## config.mk

```make
export PLATFORM = sky130hd
export DESIGN_NAME = i2c_regfile_port
export DESIGN_NICKNAME = d
export VERILOG_FILES = /design/src/rtl/i2cr_pkg.sv /design/src/rtl/i2cr_line_sync.sv /design/src/rtl/i2cr_proto.sv /design/src/rtl/i2c_regfile_port.sv
export SDC_FILE = /design/constraint.sdc
export NUM_CORES = 1
export LEC_CHECK = 0
export BUFFER_PORTS_ARGS = -buffer_cell sky130_fd_sc_hd__buf_2
export CAP_MARGIN = 20
export CORE_UTILIZATION = 48
export CTS_CLUSTER_DIAMETER = 30
export DETAILED_ROUTE_END_ITERATION = 16
export PLACE_DENSITY = 0.68
export SKIP_LAST_GASP = 1
export SYNTH_ARGS = -nofsm -noshare
export SYNTH_HDL_FRONTEND = slang
export SYNTH_SLANG_ARGS = --single-unit
```

## constraint.sdc

```tcl
create_clock -name clk -period 4.83 [get_ports clk]
set_input_delay 0.2415 -clock clk [delete_from_list [all_inputs] [get_ports clk]]
set_output_delay 0.2415 -clock clk [all_outputs]
set_load 0.05 [all_outputs]
```

## src/rtl/i2cr_pkg.sv

```systemverilog
package i2cr_pkg;
  localparam int unsigned BYTE_W = 8;
  localparam int unsigned IDX_W  = BYTE_W - 1;
  localparam int unsigned CNT_W  = 4;

  typedef enum logic [2:0] {
    ST_IDLE, ST_ADDR, ST_PTR, ST_WDATA, ST_RDATA, ST_IGNORE
  } i2cr_state_e;

  // Compare the received address byte (R/W excluded) against prefix and straps.
  function automatic logic chip_match(input logic [BYTE_W-1:0] rx,
                                      input logic [4:0] prefix,
                                      input logic [1:0] strap);
    return rx[BYTE_W-1:1] == {prefix, strap};
  endfunction

  // Register index step, wrapping at the top of the index space.
  function automatic logic [IDX_W-1:0] idx_next(input logic [IDX_W-1:0] idx);
    return idx + IDX_W'(1);
  endfunction
endpackage

```

## src/rtl/i2cr_line_sync.sv

```systemverilog
module i2cr_line_sync #(
  parameter int unsigned SYNC_STAGES = 2
) (
  input  logic clk,
  input  logic rst_n,
  input  logic scl_i,
  input  logic sda_i,
  output logic scl_s,
  output logic sda_s,
  output logic start_det,
  output logic stop_det,
  output logic scl_rise,
  output logic scl_fall
);
  logic [SYNC_STAGES-1:0] scl_pipe, sda_pipe;
  logic scl_prev, sda_prev;

  always_ff @(posedge clk) begin
    if (!rst_n) begin
      scl_pipe <= '1;
      sda_pipe <= '1;
      scl_prev <= 1'b1;
      sda_prev <= 1'b1;
    end else begin
      scl_pipe <= {scl_pipe[SYNC_STAGES-2:0], scl_i};
      sda_pipe <= {sda_pipe[SYNC_STAGES-2:0], sda_i};
      scl_prev <= scl_s;
      sda_prev <= sda_s;
    end
  end

  assign scl_s     = scl_pipe[SYNC_STAGES-1];
  assign sda_s     = sda_pipe[SYNC_STAGES-1];
  assign start_det = scl_s & scl_prev & sda_prev & ~sda_s;
  assign stop_det  = scl_s & scl_prev & ~sda_prev & sda_s;
  assign scl_rise  = scl_s & ~scl_prev;
  assign scl_fall  = ~scl_s & scl_prev;
endmodule

```

## src/rtl/i2cr_proto.sv

```systemverilog
module i2cr_proto import i2cr_pkg::*; #(
  parameter logic [4:0] ADDR_PREFIX = 5'b10011
) (
  input  logic              clk,
  input  logic              rst_n,
  input  logic              scl_s,
  input  logic              sda_s,
  input  logic              start_det,
  input  logic              stop_det,
  input  logic              scl_rise,
  input  logic              scl_fall,
  input  logic [1:0]        strap,
  input  logic [BYTE_W-1:0] reg_rdata,
  output logic              sda_oe,
  output logic [IDX_W-1:0]  reg_addr,
  output logic [BYTE_W-1:0] reg_wdata,
  output logic              reg_we
);
  localparam logic [CNT_W-1:0] BITS_DONE = CNT_W'(BYTE_W);
  localparam logic [CNT_W-1:0] ACK_DONE  = CNT_W'(BYTE_W + 1);

  i2cr_state_e       st_q;
  logic [CNT_W-1:0]  cnt_q;
  logic              in_ack_q, rw_q, inc_q, nack_q, oe_q, we_q;
  logic [BYTE_W-1:0] sh_q, tx_q;
  logic [IDX_W-1:0]  ptr_q;

  // Named protocol events
  logic rx_state, rx_done, ack_end, addr_ok, ptr_load, wr_fire;
  logic tx_load, tx_shift, tx_release, ack_sample, ptr_step, rd_abort;

  assign rx_state   = st_q inside {ST_ADDR, ST_PTR, ST_WDATA};
  assign rx_done    = rx_state && scl_fall && cnt_q == BITS_DONE && !in_ack_q;
  assign ack_end    = rx_state && scl_fall && in_ack_q;
  assign addr_ok    = chip_match(sh_q, ADDR_PREFIX, strap);
  assign ptr_load   = rx_done && st_q == ST_PTR;
  assign wr_fire    = rx_done && st_q == ST_WDATA;
  assign tx_load    = (ack_end && st_q == ST_ADDR && rw_q) ||
                      (st_q == ST_RDATA && scl_fall && cnt_q == ACK_DONE && !nack_q);
  assign tx_shift   = st_q == ST_RDATA && scl_fall && cnt_q != '0 && cnt_q < BITS_DONE;
  assign tx_release = st_q == ST_RDATA && scl_fall && cnt_q == BITS_DONE;
  assign ack_sample = st_q == ST_RDATA && scl_rise && cnt_q == BITS_DONE;
  assign ptr_step   = inc_q && ((ack_end && st_q == ST_WDATA) || (ack_sample && !sda_s));
  assign rd_abort   = st_q == ST_RDATA && scl_fall && cnt_q == ACK_DONE && nack_q;

  always_ff @(posedge clk) begin
    if (!rst_n) begin
      st_q <= ST_IDLE; cnt_q <= '0; in_ack_q <= 1'b0; rw_q <= 1'b0;
      inc_q <= 1'b0; nack_q <= 1'b0; oe_q <= 1'b0; we_q <= 1'b0;
      sh_q <= '0; tx_q <= '0; ptr_q <= '0;
    end else begin
      we_q <= 1'b0;
      if (start_det) begin
        st_q <= ST_ADDR; cnt_q <= '0; in_ack_q <= 1'b0; oe_q <= 1'b0;
      end else if (stop_det) begin
        st_q <= ST_IDLE; cnt_q <= '0; in_ack_q <= 1'b0; oe_q <= 1'b0;
      end else begin
        if (rx_state && scl_rise && cnt_q < BITS_DONE) begin
          sh_q  <= {sh_q[BYTE_W-2:0], sda_s};
          cnt_q <= cnt_q + CNT_W'(1);
        end
        if (rx_done) begin
          if (st_q == ST_ADDR && !addr_ok) begin
            st_q <= ST_IGNORE;
          end else begin
            in_ack_q <= 1'b1;
            oe_q     <= 1'b1;
          end
          if (st_q == ST_ADDR) rw_q <= sh_q[0];
          if (ptr_load) begin
            ptr_q <= sh_q[IDX_W-1:0];
            inc_q <= sh_q[BYTE_W-1];
          end
          if (wr_fire) we_q <= 1'b1;
        end
        if (ack_end) begin
          in_ack_q <= 1'b0;
          oe_q     <= 1'b0;
          cnt_q    <= '0;
          case (st_q)
            ST_ADDR: st_q <= rw_q ? ST_RDATA : ST_PTR;
            ST_PTR:  st_q <= ST_WDATA;
            default: ;
          endcase
        end
        if (ptr_step) ptr_q <= idx_next(ptr_q);
        if (st_q == ST_RDATA && scl_rise && cnt_q < ACK_DONE) cnt_q <= cnt_q + CNT_W'(1);
        if (ack_sample) nack_q <= sda_s;
        if (tx_load) begin
          oe_q   <= ~reg_rdata[BYTE_W-1];
          tx_q   <= {reg_rdata[BYTE_W-2:0], 1'b0};
          cnt_q  <= '0;
          nack_q <= 1'b0;
          st_q   <= ST_RDATA;
        end
        if (tx_shift) begin
          oe_q <= ~tx_q[BYTE_W-1];
          tx_q <= {tx_q[BYTE_W-2:0], 1'b0};
        end
        if (tx_release) oe_q <= 1'b0;
        if (rd_abort) begin
          st_q <= ST_IGNORE;
          oe_q <= 1'b0;
        end
      end
    end
  end

  assign sda_oe    = oe_q;
  assign reg_addr  = ptr_q;
  assign reg_wdata = sh_q;
  assign reg_we    = we_q;

  AST_START_ARMS_ADDR: assert property (@(posedge clk) disable iff (!rst_n)
    start_det |=> (st_q == ST_ADDR && cnt_q == '0 && !oe_q));
  AST_STOP_IDLES: assert property (@(posedge clk) disable iff (!rst_n)
    stop_det |=> (st_q == ST_IDLE && !oe_q));
  AST_IGNORE_SILENT: assert property (@(posedge clk) disable iff (!rst_n)
    (st_q == ST_IGNORE) |-> (!oe_q && !we_q));
  AST_WE_SINGLE: assert property (@(posedge clk) disable iff (!rst_n)
    we_q |=> !we_q);
  AST_PTR_STEP: assert property (@(posedge clk) disable iff (!rst_n)
    ($past(!ptr_load) && ptr_q != $past(ptr_q)) |->
      (inc_q && ptr_q == IDX_W'($past(ptr_q) + IDX_W'(1))));
  AST_OE_SCL_LOW: assert property (@(posedge clk) disable iff (!rst_n)
    !$stable(oe_q) |-> !scl_s);
endmodule

```

## src/rtl/i2c_regfile_port.sv

```systemverilog
module i2c_regfile_port import i2cr_pkg::*; #(
  parameter logic [4:0]  ADDR_PREFIX = 5'b10011,
  parameter int unsigned SYNC_STAGES = 2
) (
  input  logic              clk,
  input  logic              rst_n,
  input  logic              scl_i,
  input  logic              sda_i,
  output logic              sda_oe,
  input  logic [1:0]        strap_i,
  output logic [IDX_W-1:0]  reg_addr,
  output logic [BYTE_W-1:0] reg_wdata,
  output logic              reg_we,
  input  logic [BYTE_W-1:0] reg_rdata
);
  logic [1:0] strap_q;
  logic scl_s, sda_s, start_det, stop_det, scl_rise, scl_fall;

  // Straps follow the pins only while reset is held.
  always_ff @(posedge clk) begin
    if (!rst_n) strap_q <= strap_i;
  end

  i2cr_line_sync #(.SYNC_STAGES(SYNC_STAGES)) sync_i (
    .clk(clk), .rst_n(rst_n), .scl_i(scl_i), .sda_i(sda_i),
    .scl_s(scl_s), .sda_s(sda_s), .start_det(start_det), .stop_det(stop_det),
    .scl_rise(scl_rise), .scl_fall(scl_fall)
  );

  i2cr_proto #(.ADDR_PREFIX(ADDR_PREFIX)) proto_i (
    .clk(clk), .rst_n(rst_n), .scl_s(scl_s), .sda_s(sda_s),
    .start_det(start_det), .stop_det(stop_det), .scl_rise(scl_rise), .scl_fall(scl_fall),
    .strap(strap_q), .reg_rdata(reg_rdata), .sda_oe(sda_oe),
    .reg_addr(reg_addr), .reg_wdata(reg_wdata), .reg_we(reg_we)
  );

  AST_STRAP_HELD: assert property (@(posedge clk) disable iff (!rst_n)
    1'b1 |=> $stable(strap_q));
endmodule

```

==> results of run 1 <==
## cells in the final DEF (no fill, tap or decap), types with 3 or more instances in the layout
cell,n
dfxtp_1,41
buf_2,30
mux2i_1,20
nor2_1,19
o21ai_0,14
nand2_1,12
a21oi_1,11
nand2b_1,9
nand3_1,8
a31oi_1,7
clkbuf_8,6
inv_1,5
a32oi_1,5
nand3b_1,4
nor3b_1,4
o21a_1,4
or3_2,4
nor3_1,4
ha_1,4
or2_2,3
xnor2_1,3
## layout make-up
class | count | area, um^2 | area share [%]
tap | 52 | 65.06 | 2.717
timing repair buffer | 30 | 150.1 | 6.270
inverter | 6 | 22.52 | 0.9404
sequential | 43 | 880.8 | 36.78
multi-input combinational | 170 | 1177 | 49.16
clock inverter | 2 | 16.27 | 0.6792
clock buffer | 6 | 82.58 | 3.448
## worst max-delay path by stage
stage / end / depth (start not counted)
3_3_place_gp: proto_i.tx_q[1] / 5
2_1_floorplan: proto_i.reg_addr[0] / 6
3_5_place_dp: proto_i.tx_q[1] / 5
4_1_cts: proto_i.tx_q[1] / 5
6_report: proto_i.tx_q[1] / 5
5_1_grt: proto_i.tx_q[6] / 5
## critical path, delay by kind of cell (launching register included)
kind             cells  cell delay (ps)
AO/OA/AOI/OAI        1              700
flip-flops           1              490
multiplexers         1              280
AND/OR/NAND/NOR      3              930
## where the power goes
group	total (uW)	switching (uW)	internal, uW
logic	24.0	13.3	10.7
registers	365	3.90	361
clock network	246	129	117
total	634	146	488
## per-stage QoR
step | power (uW) | cells | worst slack, ps | util [%] | cell area (um^2)
detailed placement | 397.1 | 301 | 2382 | 53.10 | 2296
CTS | 637.7 | 309 | 2374 | 55.38 | 2395
finish | 634.4 | 309 | 2320 | 55.38 | 2395
floorplan | 388.5 | 230 | 2829 | - | 2156
global route | 655.2 | 309 | 2197 | 55.38 | 2395
global placement | 396.8 | 301 | 2432 | 53.10 | 2296
## kinds of logic (layout without fill, tap and decap cells)
logic type,after synthesis,after routing,share of synthesized area [%]
adders and majority gates,4,4,2.322
xor gates and xnor gates,5,5,2.032
AOI/OAI and AO/OA,55,55,16.72
buffers and inverters,17,44,4.526
and+or+nand+nor,86,86,24.26
DFF,43,43,40.86
muxes,20,20,9.286
## per-layer routing
metal	global-route usage, %	wire length, um	up-vias
met1	24.98	2168	823
li1	-	-	897
met3	3.216	197	6
met2	30.96	2023	46
met4	7.483	55	0
met5	0	0	-
## state kept, by name, summed over array words and instances (netlist names)
| name | cells |
|---|---|
| proto_i.inc_q | 1 |
| proto_i.in_ack_q | 1 |
| proto_i.cnt_q | 4 |
| strap_q | 2 |
| proto_i.reg_we | 1 |
| proto_i.st_q | 3 |
| proto_i.reg_addr | 7 |
| sync_i.sda_prev | 1 |
| proto_i.reg_wdata | 8 |
| sync_i.scl_prev | 1 |
| proto_i.sda_oe | 1 |
| proto_i.tx_q | 7 |
| proto_i.nack_q | 1 |
| proto_i.rw_q | 1 |
| sync_i.scl_pipe | 2 |
| sync_i.sda_pipe | 2 |
==> flow_metrics.env, run 1 <==
export IMPL_outcome="finished, final reports clean"
export IMPL_die_area_um2=4763
export IMPL_syn_num_nets=248
export IMPL_r2r_end="proto_i.tx_q[1]"
export IMPL_vias=1772
export IMPL_cts_setup_buffers=0
export IMPL_synth_edf_count=2
export IMPL_core_area_um2=4324
export IMPL_crit_arrival_ps=2690
export IMPL_hold_end="strap_q[0]"
export IMPL_area_delta_synth_final_pct=11.09
export IMPL_yosys_most_used_dff="dfxtp_1"
export IMPL_layout_worst_path_cycle_share_pct=51.97
export IMPL_numCtsBuffers=5
export IMPL_hold_violations=0
export IMPL_grt_overflow_total=0
export IMPL_syn_inst=230
export IMPL_cp_end_kind="flop"
export IMPL_reg2reg_slack_ps=2320
export IMPL_maxCapViolCount=0
export IMPL_die_h_um=69.02
export IMPL_syn_cell_area_um2=2156
export IMPL_avgSynthCellArea_um2=9.373
export IMPL_track_usage_pct=19.00
export IMPL_grt_max_degree=21
export IMPL_grt_pass1_wl_um=7445
export IMPL_nFillCells=417
export IMPL_place_hpwl_um=3116
export IMPL_worstHoldStart="strap_i[0]"
export IMPL_netlist_top_cells_area="dfxtp_1 38%, mux2i_1 9.3%, nor2_1 3.3%"
export IMPL_root_buffer="clkbuf_8"
export IMPL_antenna_found_initial=0
export IMPL_n_antenna_cell=0
export IMPL_post_route_drc_count=0
export IMPL_ios=31
export IMPL_rsz0062_at_grt="no"
export IMPL_async_reset_ff_share_pct=0
export IMPL_clk_latency_ps=290
export IMPL_finalNetCount=274
export IMPL_min_period_ps=2510
export IMPL_clock_path_buffers=2
export IMPL_antenna_left=0
export IMPL_synth_seq_cells=43
export IMPL_max_freq_ghz=0.3984
export IMPL_tritoncts_num_sinks=43
export IMPL_seq_area_frac_synth_pct=40.86
export IMPL_power_density_nw_per_um2=264.9
export IMPL_reg2reg_depth=5
export IMPL_drt_total_wl_um=4444
export IMPL_p_leak_uw=0.0009488
export IMPL_synth_warnings=0
export IMPL_drive_gt1_share_pct=21.79
export IMPL_start_util_pct=49.86
export IMPL_drt_vias_per_instance=5.735
export IMPL_yosysMostFrequentCell="dfxtp_1"
export IMPL_fin_hold_ws_ps=116.2
export IMPL_ys_top_cells_by_count="41 x dfxtp_1, 20 x mux2i_1, 19 x nor2_1"
export IMPL_critPathRequiredTime_ps=5010
export IMPL_setup_tns_ps=0
export IMPL_synth_distinct_cells=53
export IMPL_path_class="flop to flop"
export IMPL_h_tree_depth=2
export IMPL_cp_start_kind="flop"
export IMPL_gp_congestion=0.8398
export IMPL_slew_headroom_pct=40.42
export IMPL_holdPathStages=1
export IMPL_setup_viol=0
export IMPL_drtPass1Iterations=4
export IMPL_skew_ps=8.108
export IMPL_cts_tree="yes"
export IMPL_yosys_area_top_type_share_pct=38.07
export IMPL_rows=24
export IMPL_grt_pass1_vias=1644
export IMPL_startpoint="proto_i.st_q[2]"
export IMPL_tightest_slew_ps=893.7
export IMPL_routedWlPerCell_um=14.38
export IMPL_hold_buffers=0
export IMPL_synth_area_leader_cell="dfxtp_1"
export IMPL_ir_worst_vdd_v=0.0001883
export IMPL_drv_slew=0
export IMPL_critPathSlowestCell="o22ai_1"
export IMPL_path_clk_slew_ps=90
export IMPL_cts_resized=0
export IMPL_worst_path_largest_cell_delay_ps=700
export IMPL_hold_class="input pin to flop"
export IMPL_crit_chain="or3b_1 > or2_2 > o22ai_1 > mux2i_1 > nor2_1"
export IMPL_path_max_fanout=13
export IMPL_die_w_um=69.02
export IMPL_drt_iter0_drc=99
export IMPL_regToRegStartpoint="proto_i.st_q[2]"
export IMPL_io_buffers=30
No activity file was read; power rests on OpenSTA's default activity.
==> inputs of run 2 (changes only) <==
Settings changed: PLACE_DENSITY 0.68 to 0.7.
Clock period 4.83 ns to 2.1 ns, I/O delays scaled along.
==> flow_metrics.env, run 2 (synthesized netlist as in run 1, its figures left out) <==
export IMPL_slew_headroom_pct=67.09
export IMPL_p_leak_uw=0.001088
export IMPL_vias=1876
export IMPL_clock_path_buffers=2
export IMPL_skew_ps=10.03
export IMPL_place_area_um2=2454
export IMPL_holdPathStages=3
export IMPL_grt_overflow_total=0
export IMPL_place_hpwl_um=3341
export IMPL_cp_end_kind="flop"
export IMPL_ir_worst_vdd_v=0.0004545
export IMPL_hold_class="input pin to flop"
export IMPL_root_buffer="clkbuf_8"
export IMPL_rsz0062_at_grt="no"
export IMPL_rows=24
export IMPL_critPathTopFamily="simple AND/OR/NAND/NOR gates"
export IMPL_cp_num_cells=5
export IMPL_finalNetCount=301
export IMPL_hold_end="proto_i.tx_q[4]"
export IMPL_drv_slew=0
export IMPL_setup_tns_ps=0
export IMPL_regToRegStartpoint="proto_i.st_q[2]"
export IMPL_largest_reg_flops=8
export IMPL_hold_violations=0
export IMPL_clk_latency_ps=300
export IMPL_crit_arrival_ps=2220
export IMPL_drt_iter0_drc=92
export IMPL_die_w_um=69.02
export IMPL_n_antenna_cell=0
export IMPL_cts_tree="yes"
export IMPL_setup_viol=0
export IMPL_cp_start_kind="flop"
export IMPL_max_freq_ghz=0.5029
export IMPL_reg2reg_depth=5
export IMPL_maxCapViolCount=0
export IMPL_tritoncts_num_sinks=43
export IMPL_path_max_fanout=6
export IMPL_h_tree_depth=2
export IMPL_crit_chain="or3b_4 > or3_2 > o21ai_0 > o21ai_0 > o22ai_1"
export IMPL_drtPass1Iterations=4
export IMPL_critPathSlowestCell="or3_2"
export IMPL_track_usage_pct=20.51
export IMPL_grt_pass1_wl_um=8066
export IMPL_start_util_pct=49.86
export IMPL_seq_area_um2=880.8
export IMPL_antenna_found_initial=0
export IMPL_worst_path_largest_cell_delay_ps=530
export IMPL_gp_congestion=0.8113
export IMPL_critPathBufInv=0
export IMPL_drive_gt1_share_pct=27.82
export IMPL_worstHoldStart="reg_rdata[3]"
export IMPL_drt_vias_per_instance=5.583
export IMPL_nFillCells=383
export IMPL_path_clk_slew_ps=80
export IMPL_multi_input_area_um2=1187
export IMPL_io_buffers=30
export IMPL_numCtsBuffers=5
export IMPL_tightest_slew_ps=488.4
export IMPL_drt_total_wl_um=4742
export IMPL_final_area_um2=2629
export IMPL_total_power_uw=1551
export IMPL_path_class="flop to flop"
export IMPL_core_area_um2=4324
export IMPL_power_density_nw_per_um2=589.9
export IMPL_grt_max_degree=20
export IMPL_critPathRequiredTime_ps=2330
export IMPL_reg2reg_slack_ps=110
export IMPL_grt_pass1_vias=1801
export IMPL_cpMostUsedCell="o21ai_0"
export IMPL_routedWlPerCell_um=14.11
export IMPL_die_h_um=69.02
export IMPL_layout_commonest_cell="dfxtp_1"
export IMPL_layout_worst_path_cycle_share_pct=94.70
export IMPL_area_delta_synth_final_pct=21.94
export IMPL_die_area_um2=4763
export IMPL_ios=31
export IMPL_antenna_left=0
export IMPL_r2r_end="proto_i.st_q[0]"
export IMPL_min_period_ps=1989
export IMPL_post_route_drc_count=0
export IMPL_outcome="finished, final reports clean"
export IMPL_final_cell_mix="41 x dfxtp_1, 30 x buf_2, 23 x buf_4"
[run 2: changes by cell type in the layout (fill, tap and decap cells not counted), sizes merged]
cell,before,now
dlygate4sd3,0,4
bufinv,0,1
clkinv,2,1
buf,30,53
[run 2: worst max path at each step]
| stage | startpoint | end | slack, ps |
|---|---|---|---|
| floorplan | proto_i.st_q[2] | proto_i.reg_addr[0] | 100 |
| global placement | proto_i.st_q[2] | proto_i.cnt_q[3] | 140 |
| detailed placement | proto_i.st_q[2] | proto_i.cnt_q[3] | 70 |
| CTS | proto_i.st_q[2] | proto_i.cnt_q[3] | 50 |
| global route | proto_i.cnt_q[0] | proto_i.reg_addr[3] | 10 |
| finish | proto_i.st_q[2] | proto_i.st_q[0] | 110 |
[run 2: area by class of cell]
type	count	area share (%)
clock buffer	6	2.761
sequential	43	33.51
multi-input combinational	170	45.17
timing repair buffer	57	13.80
inverter	6	0.8567
clock inverter	2	1.428
tap	52	2.475
[run 2: per-layer routing]
| metal | up-vias | share of wire, % | wire length [um] | global-route usage, % |
|---|---|---|---|---|
| met2 | 46 | 46 | 2168 | 33.33 |
| met3 | 6 | 4.4 | 207 | 4.240 |
| li1 | 946 | - | - | - |
| met5 | - | 0 | 0 | 0 |
| met1 | 878 | 49 | 2317 | 27.26 |
| met4 | 0 | 1.0 | 48 | 6.349 |
[run 2: power breakdown]
part,internal (uW),switching (uW)
Clock,355,286
Combinational,36.0,38.0
Sequential,830,6.18
Total,1220,330
[run 2: metrics by stage]
step | setup slack, ps | instances | util (%) | hold slack, ps
after floorplan | 98.65 | 230 | - | 178.0
after global placement | 142.2 | 322 | 56.74 | 282.4
after detailed placement | 66.19 | 322 | 56.74 | 283.7
after CTS | 49.92 | 334 | 60.21 | 91.96
after global routing | 14.52 | 336 | 60.79 | 106.8
final | 111.4 | 336 | 60.79 | 96.73
[run 2: worst min-delay path, stage by stage]
cell and delay (ps):
buf_2 70, mux2i_1 50, a21oi_1 120
[run 2: timing repair]
action | CTS | global route
hold buffers | 4 | 0
setup endpoints to repair | 0 | 10
hold endpoints to repair | 4 | 0
gates resized for setup | 0 | 2
setup buffers | 0 | 2
==> inputs of run 3 (changes only) <==
Settings changed: BUFFER_PORTS_ARGS -buffer_cell sky130_fd_sc_hd__buf_2 to -buffer_cell sky130_fd_sc_hd__clkbuf_2.
==> flow_metrics.env, run 3 (synthesized netlist as in run 1, its figures left out) <==
export IMPL_multi_input_area_um2=1215
export IMPL_root_buffer="clkbuf_8"
export IMPL_path_max_fanout=8
export IMPL_cp_start_kind="flop"
export IMPL_path_class="flop to flop"
export IMPL_power_density_nw_per_um2=546.0
export IMPL_critPathTopFamily="simple AND/OR/NAND/NOR gates"
export IMPL_r2r_end="proto_i.reg_addr[0]"
export IMPL_routedWlPerCell_um=14.35
export IMPL_outcome="finished, final reports clean"
export IMPL_die_w_um=69.02
export IMPL_drt_vias_per_instance=5.663
export IMPL_setup_viol=0
export IMPL_switchingPower_uw=334.1
export IMPL_cts_tree="yes"
export IMPL_die_area_um2=4763
export IMPL_io_buffers=30
export IMPL_skew_ps=7.751
export IMPL_worst_path_largest_cell_delay_ps=530
export IMPL_post_route_drc_count=0
export IMPL_critPathSlowestCell="or3b_2"
export IMPL_seq_area_um2=880.8
export IMPL_holdPathStages=3
export IMPL_area_delta_synth_final_pct=21.53
export IMPL_drtPass1Iterations=4
export IMPL_cp_end_kind="flop"
export IMPL_slew_headroom_pct=64.98
export IMPL_n_antenna_cell=0
export IMPL_critPathBufInv=0
export IMPL_seqPwrFrac_pct=58.5
export IMPL_drt_iter0_drc=91
export IMPL_maxCapViolCount=0
export IMPL_grt_overflow_total=0
export IMPL_core_area_um2=4324
export IMPL_tightest_slew_ps=524.2
export IMPL_regToRegStartpoint="sync_i.scl_prev"
export IMPL_largest_reg_flops=8
export IMPL_p_sw_share_pct=23.35
export IMPL_p_leak_uw=0.001054
export IMPL_die_h_um=69.02
export IMPL_reg2reg_depth=4
export IMPL_reg2reg_slack_ps=110
export IMPL_h_tree_depth=2
export IMPL_nFillCells=382
export IMPL_drt_total_wl_um=4806
export IMPL_p_clk_share_pct=36.4
export IMPL_tritoncts_num_sinks=43
export IMPL_gp_congestion=0.8685
export IMPL_drv_slew=0
export IMPL_finalNetCount=300
export IMPL_place_hpwl_um=3380
export IMPL_track_usage_pct=20.95
export IMPL_antenna_left=0
export IMPL_critPathRequiredTime_ps=2280
export IMPL_drive_gt1_share_pct=28.62
export IMPL_path_clk_slew_ps=90
export IMPL_crit_chain="or3b_2 > or4_1 > and3_2 > o21a_1"
export IMPL_clock_path_buffers=2
export IMPL_max_freq_ghz=0.5019
export IMPL_ir_worst_vdd_v=0.0004925
export IMPL_p_int_uw=1097
export IMPL_grt_max_degree=20
export IMPL_worstHoldStart="reg_rdata[5]"
export IMPL_layout_commonest_cell="dfxtp_1"
export IMPL_layout_worst_path_cycle_share_pct=94.88
export IMPL_hold_end="proto_i.tx_q[6]"
export IMPL_numCtsBuffers=5
export IMPL_clk_latency_ps=290
export IMPL_hold_violations=0
export IMPL_final_cell_mix="41 x dfxtp_1, 30 x clkbuf_2, 21 x buf_4"
export IMPL_grt_pass1_vias=1843
export IMPL_crit_arrival_ps=2180
export IMPL_grt_pass1_wl_um=8293
export IMPL_ios=31
export IMPL_setup_tns_ps=0
export IMPL_rows=24
export IMPL_antenna_found_initial=0
export IMPL_vias=1897
export IMPL_fin_cells=335
export IMPL_hold_class="input pin to flop"
export IMPL_min_period_ps=1992
export IMPL_start_util_pct=49.86
export IMPL_dpl_cell_count=320
export IMPL_p_comb_share_pct=5.2
-- run 3: how the worst max path moves through the flow --
stage,from,endpoint,cells after the start
floorplan,proto_i.st_q[2],proto_i.reg_addr[0],6
global placement,proto_i.reg_wdata[3],proto_i.sda_oe,6
detailed placement,proto_i.reg_wdata[3],proto_i.sda_oe,6
CTS,proto_i.cnt_q[0],proto_i.reg_addr[4],7
global route,proto_i.cnt_q[1],proto_i.reg_addr[5],8
finish,sync_i.scl_prev,proto_i.reg_addr[0],4
-- run 3: metal layers --
layer  global-route usage (%)  wire length (um)  vias to the layer above  share of wire [%]
li1                         -                 -                      946                  -
met1                    28.94              2392                      903                 50
met2                    34.20              2155                       39                 45
met3                    3.363               195                        9                4.1
met4                    4.989                63                        0                1.3
met5                        0                 0                        -                  0
-- run 3: worst reg2reg max path: cells and delay by family, from the launching register on --
kind,cells,cell delay (ps)
DFF,1,440
and+or+nand+nor,3,1270
AOI/OAI and AO/OA,1,180
-- run 3: timing repair --
| item | CTS | global route |
|---|---|---|
| hold buffers | 4 | 0 |
| setup buffers | 0 | 2 |
| endpoints found under the setup margin | 0 | 9 |
| hold endpoints to repair | 4 | 0 |
| resized for setup | 0 | 6 |
-- run 3: metrics by stage --
step | cell area, um^2 | total power (uW) | util [%] | hold slack [ps] | setup slack, ps
floorplan | 2156 | 893.6 | - | 178.0 | 98.65
global placement | 2439 | 920.3 | 56.39 | 283.5 | 59.56
detailed placement | 2439 | 922.5 | 56.39 | 283.6 | 69.22
CTS | 2567 | 1440 | 59.38 | 106.4 | 30.14
global route | 2620 | 1487 | 60.59 | 132.0 | -4.731
finish | 2620 | 1431 | 60.59 | 111.0 | 107.6
-- run 3: final cells by class --
type,instances,area share [%]
sequential,43,33.62
inverter,6,0.8596
tap,52,2.483
timing repair buffer,55,13.28
clock inverter,3,0.7641
multi-input combinational,171,46.37
clock buffer,5,2.627
-- run 3: power groups by stage --
stage,logic [uW],clock network [uW],registers [uW]
after detailed placement,67.2,0,855
after floorplan,39.1,0,855
after CTS,73.6,531,836
final,74.1,520,836
after global routing,81.7,568,837
after global placement,65.6,0,855
